--- config.mk ---
export PLATFORM = sky130hd
export DESIGN_NAME = i2s_tx_serializer
export DESIGN_NICKNAME = d
export VERILOG_FILES = /design/src/rtl/i2stx_pkg.sv /design/src/rtl/i2stx_timing.sv /design/src/rtl/i2stx_holding.sv /design/src/rtl/i2s_tx_serializer.sv
export SDC_FILE = /design/constraint.sdc
export NUM_CORES = 1
export LEC_CHECK = 0
export CAP_MARGIN = 20
export CORE_ASPECT_RATIO = 1.5
export CORE_MARGIN = 5
export CORE_UTILIZATION = 35
export CTS_CLUSTER_DIAMETER = 120
export DETAILED_ROUTE_END_ITERATION = 7
export PLACE_DENSITY = 0.66
export SYNTH_ARGS = -nofsm -noshare
export SYNTH_HDL_FRONTEND = slang
export SYNTH_SLANG_ARGS = --single-unit
export TNS_END_PERCENT = 1
--- constraint.sdc ---
create_clock -name clk -period 4.5 [get_ports clk]
set_input_delay 1.125 -clock clk [delete_from_list [all_inputs] [get_ports clk]]
set_output_delay 1.125 -clock clk [all_outputs]
set_load 0.005 [all_outputs]
--- src/rtl/i2stx_pkg.sv ---
package i2stx_pkg;

    localparam int WORD_W = 32;
    localparam int SLOT_W = 6;

    typedef enum logic [2:0] {
        LEN_32  = 3'd0,
        LEN_24  = 3'd1,
        LEN_20  = 3'd2,
        LEN_18  = 3'd3,
        LEN_16  = 3'd4,
        LEN_16P = 3'd5,
        LEN_8   = 3'd6,
        LEN_8P  = 3'd7
    } len_e;

    // number of bit clocks in one channel slot
    function automatic logic [SLOT_W-1:0] slot_bits(len_e l, logic narrow);
        case (l)
            LEN_24, LEN_20, LEN_18: slot_bits = narrow ? 6'd24 : 6'd32;
            LEN_16, LEN_16P:        slot_bits = 6'd16;
            LEN_8, LEN_8P:          slot_bits = 6'd8;
            default:                slot_bits = 6'd32;
        endcase
    endfunction

    // low-part sample moved to the top of the shift word
    function automatic logic [WORD_W-1:0] align_lo(logic [WORD_W-1:0] w, len_e l);
        case (l)
            LEN_24:          align_lo = {w[23:0], 8'b0};
            LEN_20:          align_lo = {w[19:0], 12'b0};
            LEN_18:          align_lo = {w[17:0], 14'b0};
            LEN_16, LEN_16P: align_lo = {w[15:0], 16'b0};
            LEN_8, LEN_8P:   align_lo = {w[7:0], 24'b0};
            default:         align_lo = w;
        endcase
    endfunction

    // second sample of a packed word
    function automatic logic [WORD_W-1:0] align_hi(logic [WORD_W-1:0] w, len_e l);
        if (l == LEN_8P) align_hi = {w[15:8], 24'b0};
        else             align_hi = {w[31:16], 16'b0};
    endfunction

endpackage

--- src/rtl/i2stx_timing.sv ---
module i2stx_timing
    import i2stx_pkg::*;
#(
    parameter int HALF_DIV = 2
) (
    input  logic              clk,
    input  logic              rst_n,
    input  logic              enable,
    input  logic              master,
    input  logic [SLOT_W-1:0] slot,
    input  logic              ext_bclk,
    input  logic              ext_ws,
    output logic              tick,
    output logic              ws_cur,
    output logic              bclk_o,
    output logic              ws_o
);
    localparam int DW = (HALF_DIV > 1) ? $clog2(HALF_DIV) : 1;

    typedef struct packed {
        logic [DW-1:0]     div;
        logic              bclk;
        logic [SLOT_W-1:0] bit_cnt;
        logic              ws;
        logic [2:0]        bsy;
        logic [1:0]        wsy;
    } tim_t;

    tim_t tim_d, tim_q;

    always_comb begin
        tim_d  = tim_q;
        tick   = 1'b0;
        ws_cur = tim_q.ws;
        tim_d.bsy = {tim_q.bsy[1:0], ext_bclk};
        tim_d.wsy = {tim_q.wsy[0], ext_ws};
        if (!master || !enable) begin
            tim_d.div     = '0;
            tim_d.bclk    = 1'b0;
            tim_d.bit_cnt = '0;
            tim_d.ws      = 1'b1;
            if (!master) begin
                tick   = tim_q.bsy[2] & ~tim_q.bsy[1];
                ws_cur = tim_q.wsy[1];
            end
        end else if (tim_q.div == DW'(HALF_DIV - 1)) begin
            tim_d.div  = '0;
            tim_d.bclk = ~tim_q.bclk;
            if (tim_q.bclk) begin
                tick = 1'b1;
                if (tim_q.bit_cnt == slot - 6'd1) begin
                    tim_d.bit_cnt = '0;
                    tim_d.ws      = ~tim_q.ws;
                end else begin
                    tim_d.bit_cnt = tim_q.bit_cnt + 6'd1;
                end
            end
            ws_cur = tim_d.ws;
        end else begin
            tim_d.div = tim_q.div + DW'(1);
        end
    end

    always_ff @(posedge clk) begin
        if (!rst_n) begin
            tim_q     <= '0;
            tim_q.ws  <= 1'b1;
            tim_q.wsy <= 2'b11;
        end else begin
            tim_q <= tim_d;
        end
    end

    assign bclk_o = tim_q.bclk;
    assign ws_o   = tim_q.ws;

endmodule

--- src/rtl/i2stx_holding.sv ---
module i2stx_holding
    import i2stx_pkg::*;
(
    input  logic              clk,
    input  logic              rst_n,
    input  logic              wr_valid,
    input  logic [WORD_W-1:0] wr_data,
    input  logic              take,
    output logic              full,
    output logic [WORD_W-1:0] data
);
    typedef struct packed {
        logic              full;
        logic [WORD_W-1:0] data;
    } hold_t;

    hold_t hold_d, hold_q;

    always_comb begin
        hold_d = hold_q;
        if (take) hold_d.full = 1'b0;
        if (wr_valid && !hold_q.full) begin
            hold_d.full = 1'b1;
            hold_d.data = wr_data;
        end
    end

    always_ff @(posedge clk) begin
        if (!rst_n) hold_q <= '0;
        else        hold_q <= hold_d;
    end

    assign full = hold_q.full;
    assign data = hold_q.data;

endmodule

--- src/rtl/i2s_tx_serializer.sv ---
module i2s_tx_serializer
    import i2stx_pkg::*;
#(
    parameter int HALF_DIV = 2
) (
    input  logic        clk,
    input  logic        rst_n,
    input  logic        tx_en,
    input  logic        cfg_master,
    input  logic [2:0]  cfg_len,
    input  logic        cfg_narrow,
    input  logic        cfg_mono,
    input  logic        cfg_repeat,
    input  logic        cfg_loop,
    input  logic        wr_valid,
    input  logic [31:0] wr_data,
    output logic        tx_ready,
    input  logic        ur_clr,
    output logic        tx_underrun,
    input  logic        ext_bclk,
    input  logic        ext_ws,
    output logic        bclk_o,
    output logic        ws_o,
    output logic        sd_o,
    input  logic        rx_sd_i,
    output logic        rx_sd_o
);
    typedef struct packed {
        logic [WORD_W-1:0] sh;
        logic [WORD_W-1:0] right;
        logic [WORD_W-1:0] last;
        logic              sd;
        logic              ws_last;
        logic              ur;
    } ser_t;

    ser_t ser_d, ser_q;

    len_e              len;
    logic [SLOT_W-1:0] slot;
    logic              tick, ws_cur, take, hold_full, packed_mode;
    logic [WORD_W-1:0] hold_data, fresh, fill;

    assign len         = len_e'(cfg_len);
    assign slot        = slot_bits(len, cfg_narrow);
    assign packed_mode = (len == LEN_16P) || (len == LEN_8P);

    i2stx_timing #(.HALF_DIV(HALF_DIV)) i_timing (
        .clk(clk), .rst_n(rst_n), .enable(tx_en), .master(cfg_master),
        .slot(slot), .ext_bclk(ext_bclk), .ext_ws(ext_ws),
        .tick(tick), .ws_cur(ws_cur), .bclk_o(bclk_o), .ws_o(ws_o)
    );

    i2stx_holding i_holding (
        .clk(clk), .rst_n(rst_n), .wr_valid(wr_valid), .wr_data(wr_data),
        .take(take), .full(hold_full), .data(hold_data)
    );

    assign fill = cfg_repeat ? ser_q.last : '0;

    always_comb begin
        ser_d    = ser_q;
        take     = 1'b0;
        fresh    = '0;
        ser_d.ur = ur_clr ? 1'b0 : ser_q.ur;
        if (tick) begin
            // the edge that flips word select still carries the old slot's last bit
            ser_d.sd      = ser_q.sh[WORD_W-1];
            ser_d.sh      = {ser_q.sh[WORD_W-2:0], 1'b0};
            ser_d.ws_last = ws_cur;
            if (ws_cur != ser_q.ws_last) begin
                if (!tx_en) begin
                    fresh = '0;
                end else if (!ws_cur) begin
                    if (hold_full) begin
                        take        = 1'b1;
                        fresh       = align_lo(hold_data, len);
                        ser_d.right = packed_mode ? align_hi(hold_data, len) : fresh;
                    end else begin
                        fresh       = fill;
                        ser_d.right = fill;
                        ser_d.ur    = 1'b1;
                    end
                    ser_d.last = fresh;
                end else begin
                    if (packed_mode || cfg_mono) begin
                        fresh = ser_q.right;
                    end else if (hold_full) begin
                        take  = 1'b1;
                        fresh = align_lo(hold_data, len);
                    end else begin
                        fresh    = fill;
                        ser_d.ur = 1'b1;
                    end
                    ser_d.last = fresh;
                end
                ser_d.sh = fresh;
            end
        end
        if (!tx_en) ser_d.ws_last = 1'b1;
    end

    always_ff @(posedge clk) begin
        if (!rst_n) begin
            ser_q         <= '0;
            ser_q.ws_last <= 1'b1;
        end else begin
            ser_q <= ser_d;
        end
    end

    assign tx_ready    = ~hold_full;
    assign tx_underrun = ser_q.ur;
    assign sd_o        = ser_q.sd;
    assign rx_sd_o     = cfg_loop ? ser_q.sd : rx_sd_i;

endmodule

======== Word-level counts from Yosys, hierarchy flattened ========
Cells that the tools add are included.
Widths: inputs -> output; s select.
word-level totals
  register bits ........................... 146
operators by class
  multiplexer cells ....................... 40
  bitwise logic cells ..................... 7
  equality and inequality tests ........... 9
  reduce and logical (&&, ||, !) cells .... 17
  add/sub/neg operators ................... 3
operators with widths
  kind                 count
  $mux 32              9
  $pmux 32 s5          1
  $mux 96              1
  $mux 64              1
  $mux 33              1
  $mux 1               24
  $pmux 6 s3           1
  $eq 3x3->1 const B   4
  $mux 6               2
  $add 6x1->6 const B  1
  $eq 3x2->1 const B   2
  $eq 6x6->1           1
  $not 1->1            6
  $reduce_or 2->1      3
  $reduce_or 3->1      2
  $sub 6x1->6 const B  1
  $reduce_and 2->1     2
  $reduce_and 4->1     1
  $eq 3x1->1 const B   1
  $logic_not 1->1      3
  $logic_or 1x1->1     3
  $reduce_and 3->1     1
  $reduce_bool 2->1    1
  $add 1x1->1 const B  1
  other kinds (3)      3

======== Depth between registers and ports, before layout ========
Gate-level depths: netlist (run 1).
  word-level depth ........................ 15
  depth in mapped cells ................... 15

======== Modules after synthesis ========
A second synthesis (run 1) with hierarchy kept.
unflattened totals
  cells, all modules ...................... 968
  area total of the unflattened synthesis .. 7761.2 µm²
by module, submodules not included
  module             instances  cells an instance  seq. area each (µm²)  area an instance (µm²)
  i2s_tx_serializer  1          744                1981.9                5719.2
  i2stx_holding      1          143                660.6                 1351.3
  i2stx_timing       1          81                 280.3                 690.7

======== Worst setup path after synthesis (run 1) ========
Ideal clock, no wire load.
  path kind ............................... in2reg
  start point ............................. input port cfg_len[1]
  end point ............................... register ser_q[25] (netlist bit)
  buffers on the path ..................... 5
  stages .................................. 14
  required time ........................... 4.366 ns
  arrival ................................. 4.498 ns
  slack ................................... -0.131 ns
  path through ............................ clkbuf_1 -> clkbuf_1 -> buf_1 -> o22ai_1 -> ha_1 -> xor2_1 -> nand4_1 -> or4_1 -> buf_2 -> nor4_4 -> nor2_4 -> buf_6 -> mux2i_1 -> o22ai_1
on the way
  cells in the longest elaborated chain, start to end .. 11
ends and longest elaborated chain
  item                                                RTL line                          RTL
  from (decl)                                         i2s_tx_serializer.sv:10           input logic [2:0] cfg_len,
  $eq 3x2->1 (tied with other cells)                  i2stx_pkg.sv:19, i2stx_pkg.sv:29
  $reduce_or 3->1 or $reduce_or 2->1 (tied branches)  i2stx_pkg.sv:19, i2stx_pkg.sv:29
  $pmux 6 s3                                          i2stx_pkg.sv:19                   case (l)
  $sub 6x1->6                                         i2stx_timing.sv:51                if (tim_q.bit_cnt == slot - 6'd1) begin
  $eq 6x6->1                                          i2stx_timing.sv:51
  $mux 1                                              i2stx_timing.sv:51
  $mux 1                                              i2stx_timing.sv:49                if (tim_q.bclk) begin
  $mux 1                                              i2stx_timing.sv:46                end else if (tim_q.div == DW'(HALF_DIV - 1)) begin
  $mux 1                                              i2stx_timing.sv:37                if (!master || !enable) begin
  $ne 1x1->1                                          i2s_tx_serializer.sv:71           if (ws_cur != ser_q.ws_last) begin
  $reduce_and 3->1 (no source line)                   n/a
  to (signal assigned)                                i2s_tx_serializer.sv:108          ser_q <= ser_d;
  to (decl)                                           i2s_tx_serializer.sv:37           ser_t ser_d, ser_q;
Several ways; a longest one is shown, not always the timed one.
A chain may end at the register's enable or synchronous reset.

======== Final worst setup path (run 1) ========
  start point ............................. input port cfg_len[0]
  end point ............................... register ser_q[91] (netlist bit)
on the way
  cells in the longest elaborated chain, start to end .. 12
ends and longest elaborated chain
  item                                                RTL line                          RTL
  $eq 3x2->1 (tied with other cells)                  i2stx_pkg.sv:19, i2stx_pkg.sv:29
  $reduce_or 3->1 or $reduce_or 2->1 (tied branches)  i2stx_pkg.sv:19, i2stx_pkg.sv:29
  $pmux 6 s3                                          i2stx_pkg.sv:19
  $sub 6x1->6                                         i2stx_timing.sv:51
  $eq 6x6->1                                          i2stx_timing.sv:51
  $mux 1                                              i2stx_timing.sv:51
  $mux 1                                              i2stx_timing.sv:49
  $mux 1                                              i2stx_timing.sv:46
  $mux 1                                              i2stx_timing.sv:37
  $mux 32                                             i2s_tx_serializer.sv:74           end else if (!ws_cur) begin
  $mux 32                                             i2s_tx_serializer.sv:72           if (!tx_en) begin
  $mux 96 (*)                                         i2s_tx_serializer.sv:71
Every way passes the cells marked *; elsewhere a longest branch is shown, timed or not.

==> impl_metrics.csv, run 1 <==
group,metric,value,unit
die,die_h,188,um
synth,ys.flop_type,"dfxtp_1",
timing,finClkSkew,0.00989,ns
synth,synth_fa_ha_area_share,0.338,%
route,vias,7233,
setup_path,setup.worst_path.start_class,"input pin",
die,start_util,35.3,%
route,wire_per_inst,18.8,um
place,placed_cells,1214,
global_routing,grt_pass1_wl,37.1,mm
clock_tree,numClockSinks,146,
die,top_level_ports,54,
setup_path,worstSetupStartpoint,"cfg_len[0]",
clock_tree,cts-hold-fix-buffers,0,
synth,ys_types,60,
route,drt-vias-per-instance,5.80,
synth,synth_nets,971,
timing,finalMaxSlewViolations,0,
global_routing,grt_pass1_vias,6823,
synth,netlist.top_cell.by_area,"dfxtp_1",
global_routing,grt_overflow,0,
place,gp_congestion,0.883,
timing,hold_viol,0,
timing,max_slew_margin,33.3,%
place,portBuffers,53,
final_layout,drive_above_1_share,11.1,%
setup_path,critPathMaxFanout,10,
timing,setup_violations,0,
pwr,power.leakage,3.37,nW
final_layout,layout.nets,1015,
synth,ys_ff_latch,146,
setup_path,crit_path_end,"ser_q[91]",
timing,rsz0062_at_grt,"false",
synth,synth-compound-area-share,28.1,%
timing,fmax,244,MHz
place,hpwl,16.4,mm
synth,syn_inst,921,
clock_tree,clock_latency,0.43,ns
route,detail_route.first_pass.iterations,5,
clock_tree,htree_levels,4,
setup_path,critPathKind,"input pin to flip-flop",
synth,synthSimpleGateAreaFrac,20.7,%
synth,avgSynthCellArea,8.04,um2
clock_tree,root_buffer,"clkbuf_16",
place,dpl_cell_area,8350,um2
worst_hold_path,whs_path_depth,1,
global_routing,grt_max_degree,58,
synth,synthMuxAreaShare,5.37,%
route,drtIter0Drc,581,
die,dieArea,24200,um2
synth,syn_area,7410,um2
setup_path,timing.rr.start,"i_timing.bclk_o",
clock_tree,cts_buffers,17,
clock_tree,cts_resized,0,
route,drc,0,
synth,synthArstFlopShare,0,%
synth,synth_xor_xnor_area_share,1.42,%
final_layout,area_delta_synth_final,21.3,%
die,rows,65,
global_routing,grt_use_total,19.3,%
final_layout,antenna_cells,0,
die,die-width,129,um
clock_tree,cts_setup_buffers,0,
setup_path,required,4.86,ns
final_layout,final_cells,1246,
clock_tree,cts_tree,"built",
setup_path,critPathArrivalTime,4.45,ns
clock_tree,clkTransAtPathRegs,0.06,ns
status,outcome,"complete, no violations",
synth,synth_edf_count,0,
pwr,p_per_area,355,nW/um2
die,core,21000,um2
synth,synth_top_family_by_area,"compound AO/OA/AOI/OAI gates",
pwr,ir_drop,278,uV
route,wirelength,23.4,mm
setup_path,rrSetupSlack,1.69,ns
setup_path,reg2reg_depth,8,
route,postRouteAntennaNets,0,
global_routing,antenna_found_initial,0,
setup_path,worstSetupEndpointType,"flip-flop",
synth,yosys_warnings,0,
synth,ys_seq_area_share,39.5,%
timing,max_slew.worst_pin.slew,0.999,ns
synth,synth_area_leaders,"dfxtp_1 39%, nand2_1 6.9%, a21oi_1 5.5%, nor2_1 4.0%, mux2i_1 3.2%",
timing,fin_crit_sh,91.0,%
clock_tree,clk_path_buf_depth,2,
synth,synth_top_area_share,39.5,%
flow_run,cap_viol_max_count,0,
setup_path,rr_endpoint,"ser_q[91]",
timing,fin_crit,4.09,ns
final_layout,final_cell_area,8980,um2
worst_hold_path,hp-class,"flip-flop to flip-flop",
metal layers:
| metal | GRT usage, % | part of all wire [%] | up-vias |
|---|---|---|---|
| met4 | 9.26 | 4.4 | 0 |
| met2 | 32.3 | 49 | 286 |
| li1 | - | - | 3471 |
| met5 | 0 | 0 | - |
| met3 | 3.11 | 5.7 | 69 |
| met1 | 23.8 | 41 | 3407 |
final cells by class:
cell class	instances	area, um2
clock inverter	13	174
timing repair buffer	102	901
tap	268	335
clock buffer	19	453
sequential	146	2920
multi-input combinational	689	4160
inverter	9	33.8
fill	2150	12000
worst max-delay path, stage by stage:
cell and delay (ns):
clkdlybuf4s50_1 0.50, o21a_1 0.12, nor2_1 0.05, a21o_1 0.16, ha_1 0.30, xor2_1 0.14, nand4_1 0.15, or4_1 0.67
buf_4 0.21, nor3_1 0.25, nor2_1 0.22, o32a_1 0.41, a31oi_1 0.15
cell usage after synthesis, types with 14 or more instances:
cell / instances
a31oi_1: 14
a21oi_1: 81
nor3_1: 42
a32oi_1: 14
nand3_1: 24
o22ai_1: 21
a22o_1: 14
dfxtp_1: 146
nand2_1: 137
mux2i_1: 24
o21ai_0: 32
a211oi_1: 17
clkbuf_1: 60
nor2_1: 79
metrics by stage:
step           util (%)  TNS [ns]  worst slack [ns]  hold WS, ns  total power, mW
2_1_floorplan         -         0            0.0200        0.386             1.57
3_3_place_gp       39.8         0            0.0403        0.407             1.70
3_5_place_dp       39.8   -0.0312           -0.0150        0.406             1.70
4_1_cts            42.8         0             0.409        0.420             3.20
5_1_grt            42.8         0            0.0944        0.439             3.29
6_report           42.8         0             0.406        0.412             3.19
layout by cell type, fill, tap and decap left out, drive strengths merged, types with 4 or more instances in the layout:
| cell type | n |
|---|---|
| o21a | 4 |
| o32ai | 5 |
| buf | 51 |
| or2 | 6 |
| a21o | 13 |
| o221ai | 6 |
| clkinv | 4 |
| mux4 | 4 |
| mux2i | 24 |
| inv | 12 |
| nand4 | 4 |
| a211oi | 17 |
| and2 | 6 |
| nor2 | 80 |
| a41o | 7 |
| o21bai | 6 |
| or3 | 5 |
| o22ai | 21 |
| dfxtp | 146 |
| xnor2 | 5 |
| xor2 | 7 |
| nand3 | 24 |
| a31oi | 14 |
| clkdlybuf4s50 | 51 |
| clkbuf | 19 |
| a32oi | 14 |
| nand2 | 137 |
| nor2b | 12 |
| nor3 | 43 |
| a222oi | 12 |
| mux2 | 6 |
| o211ai | 4 |
| a22oi | 7 |
| nand2b | 13 |
| a21oi | 81 |
| o21ai | 45 |
| a221o | 12 |
| a22o | 14 |
sequential cells by signal, summed over array words and instances, names as in the netlist:
name	flops
ser_q	97
i_timing.tim_q	9
i_timing.ws_o	1
i_holding.full	1
i_timing.tim_d	3
sd_o	1
i_holding.data	32
tx_underrun	1
i_timing.bclk_o	1
report_power, final:
part,internal [mW],total [mW],switching [mW]
clock,0.910,1.51,0.599
combinational,0.136,0.334,0.198
sequential,1.31,1.35,0.0343
worst min-delay path by stage:
stage / start / endpoint
2_1_floorplan: i_timing.tim_d[1] / i_timing.tim_q[1]
3_3_place_gp: i_timing.tim_d[1] / i_timing.tim_q[1]
3_5_place_dp: i_timing.tim_d[1] / i_timing.tim_q[1]
4_1_cts: i_timing.tim_d[1] / i_timing.tim_q[1]
5_1_grt: i_timing.tim_d[1] / i_timing.tim_q[1]
6_report: i_timing.tim_d[1] / i_timing.tim_q[1]
cells by family (layout without fill, tap and decap cells):
logic type,count (synthesis),in the layout
xor+xnor,12,12
flops,146,146
fa+ha+maj,2,2
simple gates,339,339
buf+inv,86,143
mux,34,34
compound gates,302,302
Power figures use the tool's default switching activity.
==> run 2, diff against run 1 <==
CORE_ASPECT_RATIO = 1.4   (was 1.5)
GPL_ROUTABILITY_DRIVEN = 0   (was default)
MAX_ROUTING_LAYER = met4   (was default)
==> run 2 against run 1 <==
  * Worst setup slack worse by 0.25 ns
  * Routed wire length is 0.88% lower
  * Die area hardly changed
  * Largest cell class unchanged
  * Highest routed layer unchanged
==> impl_metrics.csv, run 2 (synthesized netlist as in run 1, its figures left out) <==
group,metric,value,unit
status,outcome,"complete, no violations",
clock_tree,clk_path_buf_depth,2,
final_layout,layout.nets,1020,
timing,tns,0,ns
setup_path,critPathKind,"input pin to flip-flop",
setup_path,setup.worst_path.start_class,"input pin",
route,detail_route.first_pass.iterations,5,
pwr,power_frac_comb,10.6,%
die,top_level_ports,54,
timing,fmax,230,MHz
pwr,clockPowerShare,46.9,%
setup_path,critPathArrivalTime,4.72,ns
pwr,internal_power,2.30,mW
timing,setup_violations,0,
clock_tree,clkTransAtPathRegs,0.07,ns
worst_hold_path,hp-class,"flip-flop to flip-flop",
final_layout,finalCoreUtilization,42.8,%
global_routing,grt_use_total,19.7,%
die,start_util,35.2,%
timing,finClkSkew,0.0124,ns
route,postRouteAntennaNets,0,
clock_tree,cts-hold-fix-buffers,0,
pwr,power.leakage,3.41,nW
timing,hold_viol,0,
final_layout,largest_register_ffs,97,
route,wirelength,23.2,mm
pwr,ir_drop,266,uV
timing,max_slew_margin,32.9,%
setup_path,timing.rr.start,"i_timing.bclk_o",
final_layout,antenna_cells,0,
flow_run,cap_viol_max_count,0,
setup_path,critPathMaxFanout,12,
worst_hold_path,hp-start,"i_timing.tim_d[1]",
global_routing,antenna_found_initial,0,
timing,rsz0062_at_grt,"false",
place,portBuffers,53,
clock_tree,cts_setup_buffers,0,
die,core,21000,um2
global_routing,grt_overflow,0,
die,dieArea,24200,um2
final_layout,layout_common_cells,"146 x dfxtp_1, 137 x nand2_1, 81 x a21oi_1",
setup_path,worstSetupEndpointType,"flip-flop",
clock_tree,root_buffer,"clkbuf_16",
route,drt-vias-per-instance,5.86,
pwr,swShare,27.6,%
die,die-width,133,um
pwr,p_per_area,352,nW/um2
route,drtIter0Drc,652,
die,rows,63,
pwr,switchingPower,875,uW
clock_tree,htree_levels,4,
final_layout,final_common_cell,"dfxtp_1",
timing,max_slew.worst_pin.slew,1.00,ns
die,die_h,182,um
timing,finalMaxSlewViolations,0,
timing,setup_slack,0.151,ns
final_layout,drive_above_1_share,11.6,%
place,hpwl,16.7,mm
pwr,seqPwrFrac,42.5,%
global_routing,grt_max_degree,56,
timing,fin_crit_sh,96.6,%
clock_tree,clock_latency,0.43,ns
route,wire_per_inst,18.7,um
clock_tree,numClockSinks,146,
place,pre_cts_ws,-0.277,ns
route,drc,0,
final_layout,regMostFlops,"ser_q",
pwr,total_power,3.17,mW
global_routing,grt_pass1_wl,37.3,mm
setup_path,required,4.87,ns
route,vias,7280,
clock_tree,cts_buffers,17,
global_routing,grt_pass1_vias,6921,
clock_tree,cts_resized,0,
clock_tree,cts_tree,"built",
setup_path,worstSetupStartpoint,"cfg_len[0]",
timing,fin_crit,4.35,ns
final_layout,area_delta_synth_final,21.6,%
[run 2: cell count changes in the layout (fill, tap and decap cells not counted), moves of 2 or more]
cell,change
clkbuf_8,-2
inv_6,+4
inv_8,+3
buf_4,+4
clkinvlp_4,-3
clkinv_4,-2
[run 2: layout make-up]
class / instances / area, um2
Fill cell: 2073 / 12000
Clock buffer: 17 / 425
Multi-Input combinational cell: 689 / 4160
Inverter: 9 / 33.8
Tap cell: 260 / 325
Timing Repair Buffer: 107 / 951
Clock inverter: 15 / 189
Sequential cell: 146 / 2920
[run 2: path summary, 6_finish.rpt]
check / end / slack, ns / cells after the start
hold / removal: i_timing.tim_q[1] / 0.41 / 1
setup / recovery: ser_q[30] / 0.15 / 11
setup reg to reg: ser_q[30] / 1.49 / 7
hold reg to reg: i_timing.tim_q[1] / 0.41 / 1
[run 2: stage by stage]
step / hold slack, ns / cell area (um2) / std cells
after floorplan: 0.386 / 7410 / 921
after global placement: 0.406 / 8390 / 1211
after detailed placement: 0.398 / 8390 / 1211
after CTS: 0.420 / 9010 / 1243
after global routing: 0.443 / 9010 / 1243
final: 0.414 / 9010 / 1243
[run 2: power by group through the flow]
stage	sequential [mW]	combinational [mW]	clock [mW]
2_1_floorplan	1.36	0.213	0
3_3_place_gp	1.38	0.329	0
3_5_place_dp	1.38	0.331	0
4_1_cts	1.35	0.333	1.51
5_1_grt	1.35	0.367	1.57
6_report	1.35	0.335	1.49
[run 2: critical path, stage by stage]
cell             delay, ns
clkdlybuf4s50_1       0.55
nor2b_1               0.21
o22ai_1               0.12
ha_1                  0.30
xor2_1                0.14
nand4_1               0.12
or4_1                 0.70
nor3_1                0.42
nor2_1                0.28
o32ai_1               0.53
o21a_1                0.21
[run 2: per-layer routing]
metal	wire [um]	part of all wire, %	vias to the layer above	track usage (%)
met2	11200	48	293	31.3
met3	1290	5.5	69	2.95
met5	0	0	-	-
met4	1170	5.0	0	11.1
met1	9570	41	3419	23.8
li1	-	-	3499	-
==> run 3, diff against run 2 <==
--- a/config.mk
+++ b/config.mk
@@ -6,5 +6,5 @@
 export NUM_CORES = 1
 export LEC_CHECK = 0
-export CAP_MARGIN = 20
+export CAP_MARGIN = 15
 export CORE_ASPECT_RATIO = 1.4
 export CORE_MARGIN = 5
@@ -14,5 +14,5 @@
 export GPL_ROUTABILITY_DRIVEN = 0
 export MAX_ROUTING_LAYER = met4
-export PLACE_DENSITY = 0.66
+export PLACE_DENSITY = 0.52
 export SYNTH_ARGS = -nofsm -noshare
 export SYNTH_HDL_FRONTEND = slang
==> constraint.sdc (replaced) <==
create_clock -name clk -period 4.5 [get_ports clk]
set_input_delay 1.125 -clock clk [delete_from_list [all_inputs] [get_ports clk]]
set_output_delay 1.125 -clock clk [all_outputs]
set_load 0.1 [all_outputs]
==> run 3 against run 2 <==
  * Via count shrank 1.3%
  * Worst hold slack worse by 0.0012 ns
  * Clock skew shrank 0.0038 ns
==> impl_metrics.csv, run 3 (synthesized netlist as in run 1, its figures left out) <==
group,metric,value,unit
final_layout,drive_above_1_share,13.9,%
route,wirelength,24.9,mm
setup_path,critPathArrivalTime,4.59,ns
pwr,power.leakage,3.52,nW
route,drt-vias-per-instance,5.66,
setup_path,critPathMaxStageDelay,0.59,ns
global_routing,grt_pass1_vias,7039,
setup_path,crit_family,"simple AND/OR/NAND/NOR gates",
clock_tree,clkTransAtPathRegs,0.06,ns
die,rows,63,
final_layout,layout_common_cells,"146 x dfxtp_1, 137 x nand2_1, 81 x a21oi_1",
timing,fmax,237,MHz
setup_path,cp_cell_sequence,"clkdlybuf4s50_1 -> o21a_1 -> nor2_1 -> a21o_1 -> ha_1 -> xor2_1 -> nand4_1 -> or4_1 -> buf_4 -> a211oi_1 -> o21ai_2 -> nor3_1 -> a221o_1",
timing,rsz0062_at_grt,"false",
final_layout,final_common_cell,"dfxtp_1",
setup_path,critPathMaxFanout,9,
setup_path,slowest_stage,"or4_1",
route,vias,7183,
global_routing,grt_pass1_wl,39.3,mm
setup_path,path_buf_inv,2,
clock_tree,clk_path_buf_depth,2,
clock_tree,cts-hold-fix-buffers,0,
timing,finClkSkew,0.00860,ns
timing,hold_viol,0,
route,drc,0,
final_layout,finalCoreUtilization,43.7,%
die,die_h,182,um
clock_tree,cts_resized,0,
pwr,p_per_area,336,nW/um2
setup_path,required,4.88,ns
route,postRouteAntennaNets,0,
setup_path,reg2reg_depth,8,
final_layout,layout.nets,1048,
pwr,ir_drop,272,uV
global_routing,grt_overflow,0,
setup_path,path_depth,13,
die,start_util,35.2,%
clock_tree,cts_setup_buffers,0,
timing,setup_violations,0,
timing,max_slew_margin,33.1,%
final_layout,regMostFlops,"ser_q",
clock_tree,cts_buffers,17,
timing,fin_crit_sh,93.7,%
global_routing,grt_use_total,21.0,%
route,wire_per_inst,19.6,um
worst_hold_path,hp-class,"flip-flop to flip-flop",
timing,fin_crit,4.22,ns
die,core,21000,um2
global_routing,grt_max_degree,70,
die,top_level_ports,54,
setup_path,critPathKind,"input pin to flip-flop",
final_layout,num-fill-cells,2120,
worst_hold_path,whs_path_depth,1,
clock_tree,cts_tree,"built",
place,portBuffers,53,
route,detail_route.first_pass.iterations,6,
status,outcome,"complete, no violations",
die,die-width,133,um
global_routing,antenna_found_initial,0,
final_layout,area_delta_synth_final,24.3,%
final_layout,largest_register_ffs,97,
clock_tree,numClockSinks,146,
die,dieArea,24200,um2
final_layout,antenna_cells,0,
clock_tree,clock_latency,0.43,ns
place,hpwl,18.2,mm
route,drtIter0Drc,587,
timing,max_slew.worst_pin.slew,1.00,ns
clock_tree,root_buffer,"clkbuf_16",
timing,finalMaxSlewViolations,0,
setup_path,setup.worst_path.start_class,"input pin",
flow_run,cap_viol_max_count,0,
clock_tree,htree_levels,4,
setup_path,worstSetupEndpointType,"flip-flop",
timing,hold_slack,0.413,ns
-- run 3: cell count changes in the layout (fill, tap and decap cells not counted) --
cell	change
inv_6	-7
clkinv_2	+4
clkdlybuf4s50_1	-1
clkbuf_8	+2
clkinvlp_4	+2
buf_12	+3
clkinv_8	-1
buf_4	+26
inv_8	-3
-- run 3: power breakdown --
part,internal (mW),total [mW],switching [mW]
combinational,0.151,0.365,0.213
sequential,1.32,1.35,0.0347
clock,0.832,1.38,0.548
-- run 3: worst reg2reg max path: stages (launching register included) --
cell and delay (ns):
dfxtp_1 0.38, and2_1 0.36, nand4_1 0.17, or4_1 0.60, buf_4 0.21, a211oi_1 0.32
o21ai_2 0.20, nor3_1 0.50, a221o_1 0.18
-- run 3: per-stage QoR --
step	TNS [ns]	area (um2)	total power, mW	setup WS [ns]	instances
after global routing	0	9200	3.20	0.0996	1268
after global placement	-0.618	8640	1.74	-0.125	1239
final	0	9200	3.09	0.284	1268
after detailed placement	-0.680	8640	1.74	-0.126	1239
after CTS	0	9200	3.13	0.322	1268
after floorplan	0	7410	1.58	0.0200	921
-- run 3: layout make-up --
type | count | area, um2 | share of cell area [%]
well taps | 260 | 325 | 3.53
inverters | 9 | 33.8 | 0.367
flip-flops and latches | 146 | 2920 | 31.8
multi-input cells | 689 | 4160 | 45.2
clock buffers | 19 | 453 | 4.92
clock inverters | 10 | 113 | 1.22
repair buffers | 135 | 1200 | 13.0
-- run 3: metal layers --
layer	global-route usage (%)	vias to the layer above	share of wire (%)
met5	-	-	0
met4	9.90	0	4.0
met3	3.28	57	3.6
met2	35.3	199	49
met1	24.5	3388	43
li1	-	3539	-
-- run 3: path summary, 6_finish.rpt --
check	from	endpoint	slack (ns)
worst min-delay path	i_timing.tim_d[1]	i_timing.tim_q[1]	0.41
worst max register to register	i_timing.bclk_o	ser_q[74]	1.54
worst min register to register	i_timing.tim_d[1]	i_timing.tim_q[1]	0.41
worst max-delay path	cfg_len[0]	ser_q[74]	0.28
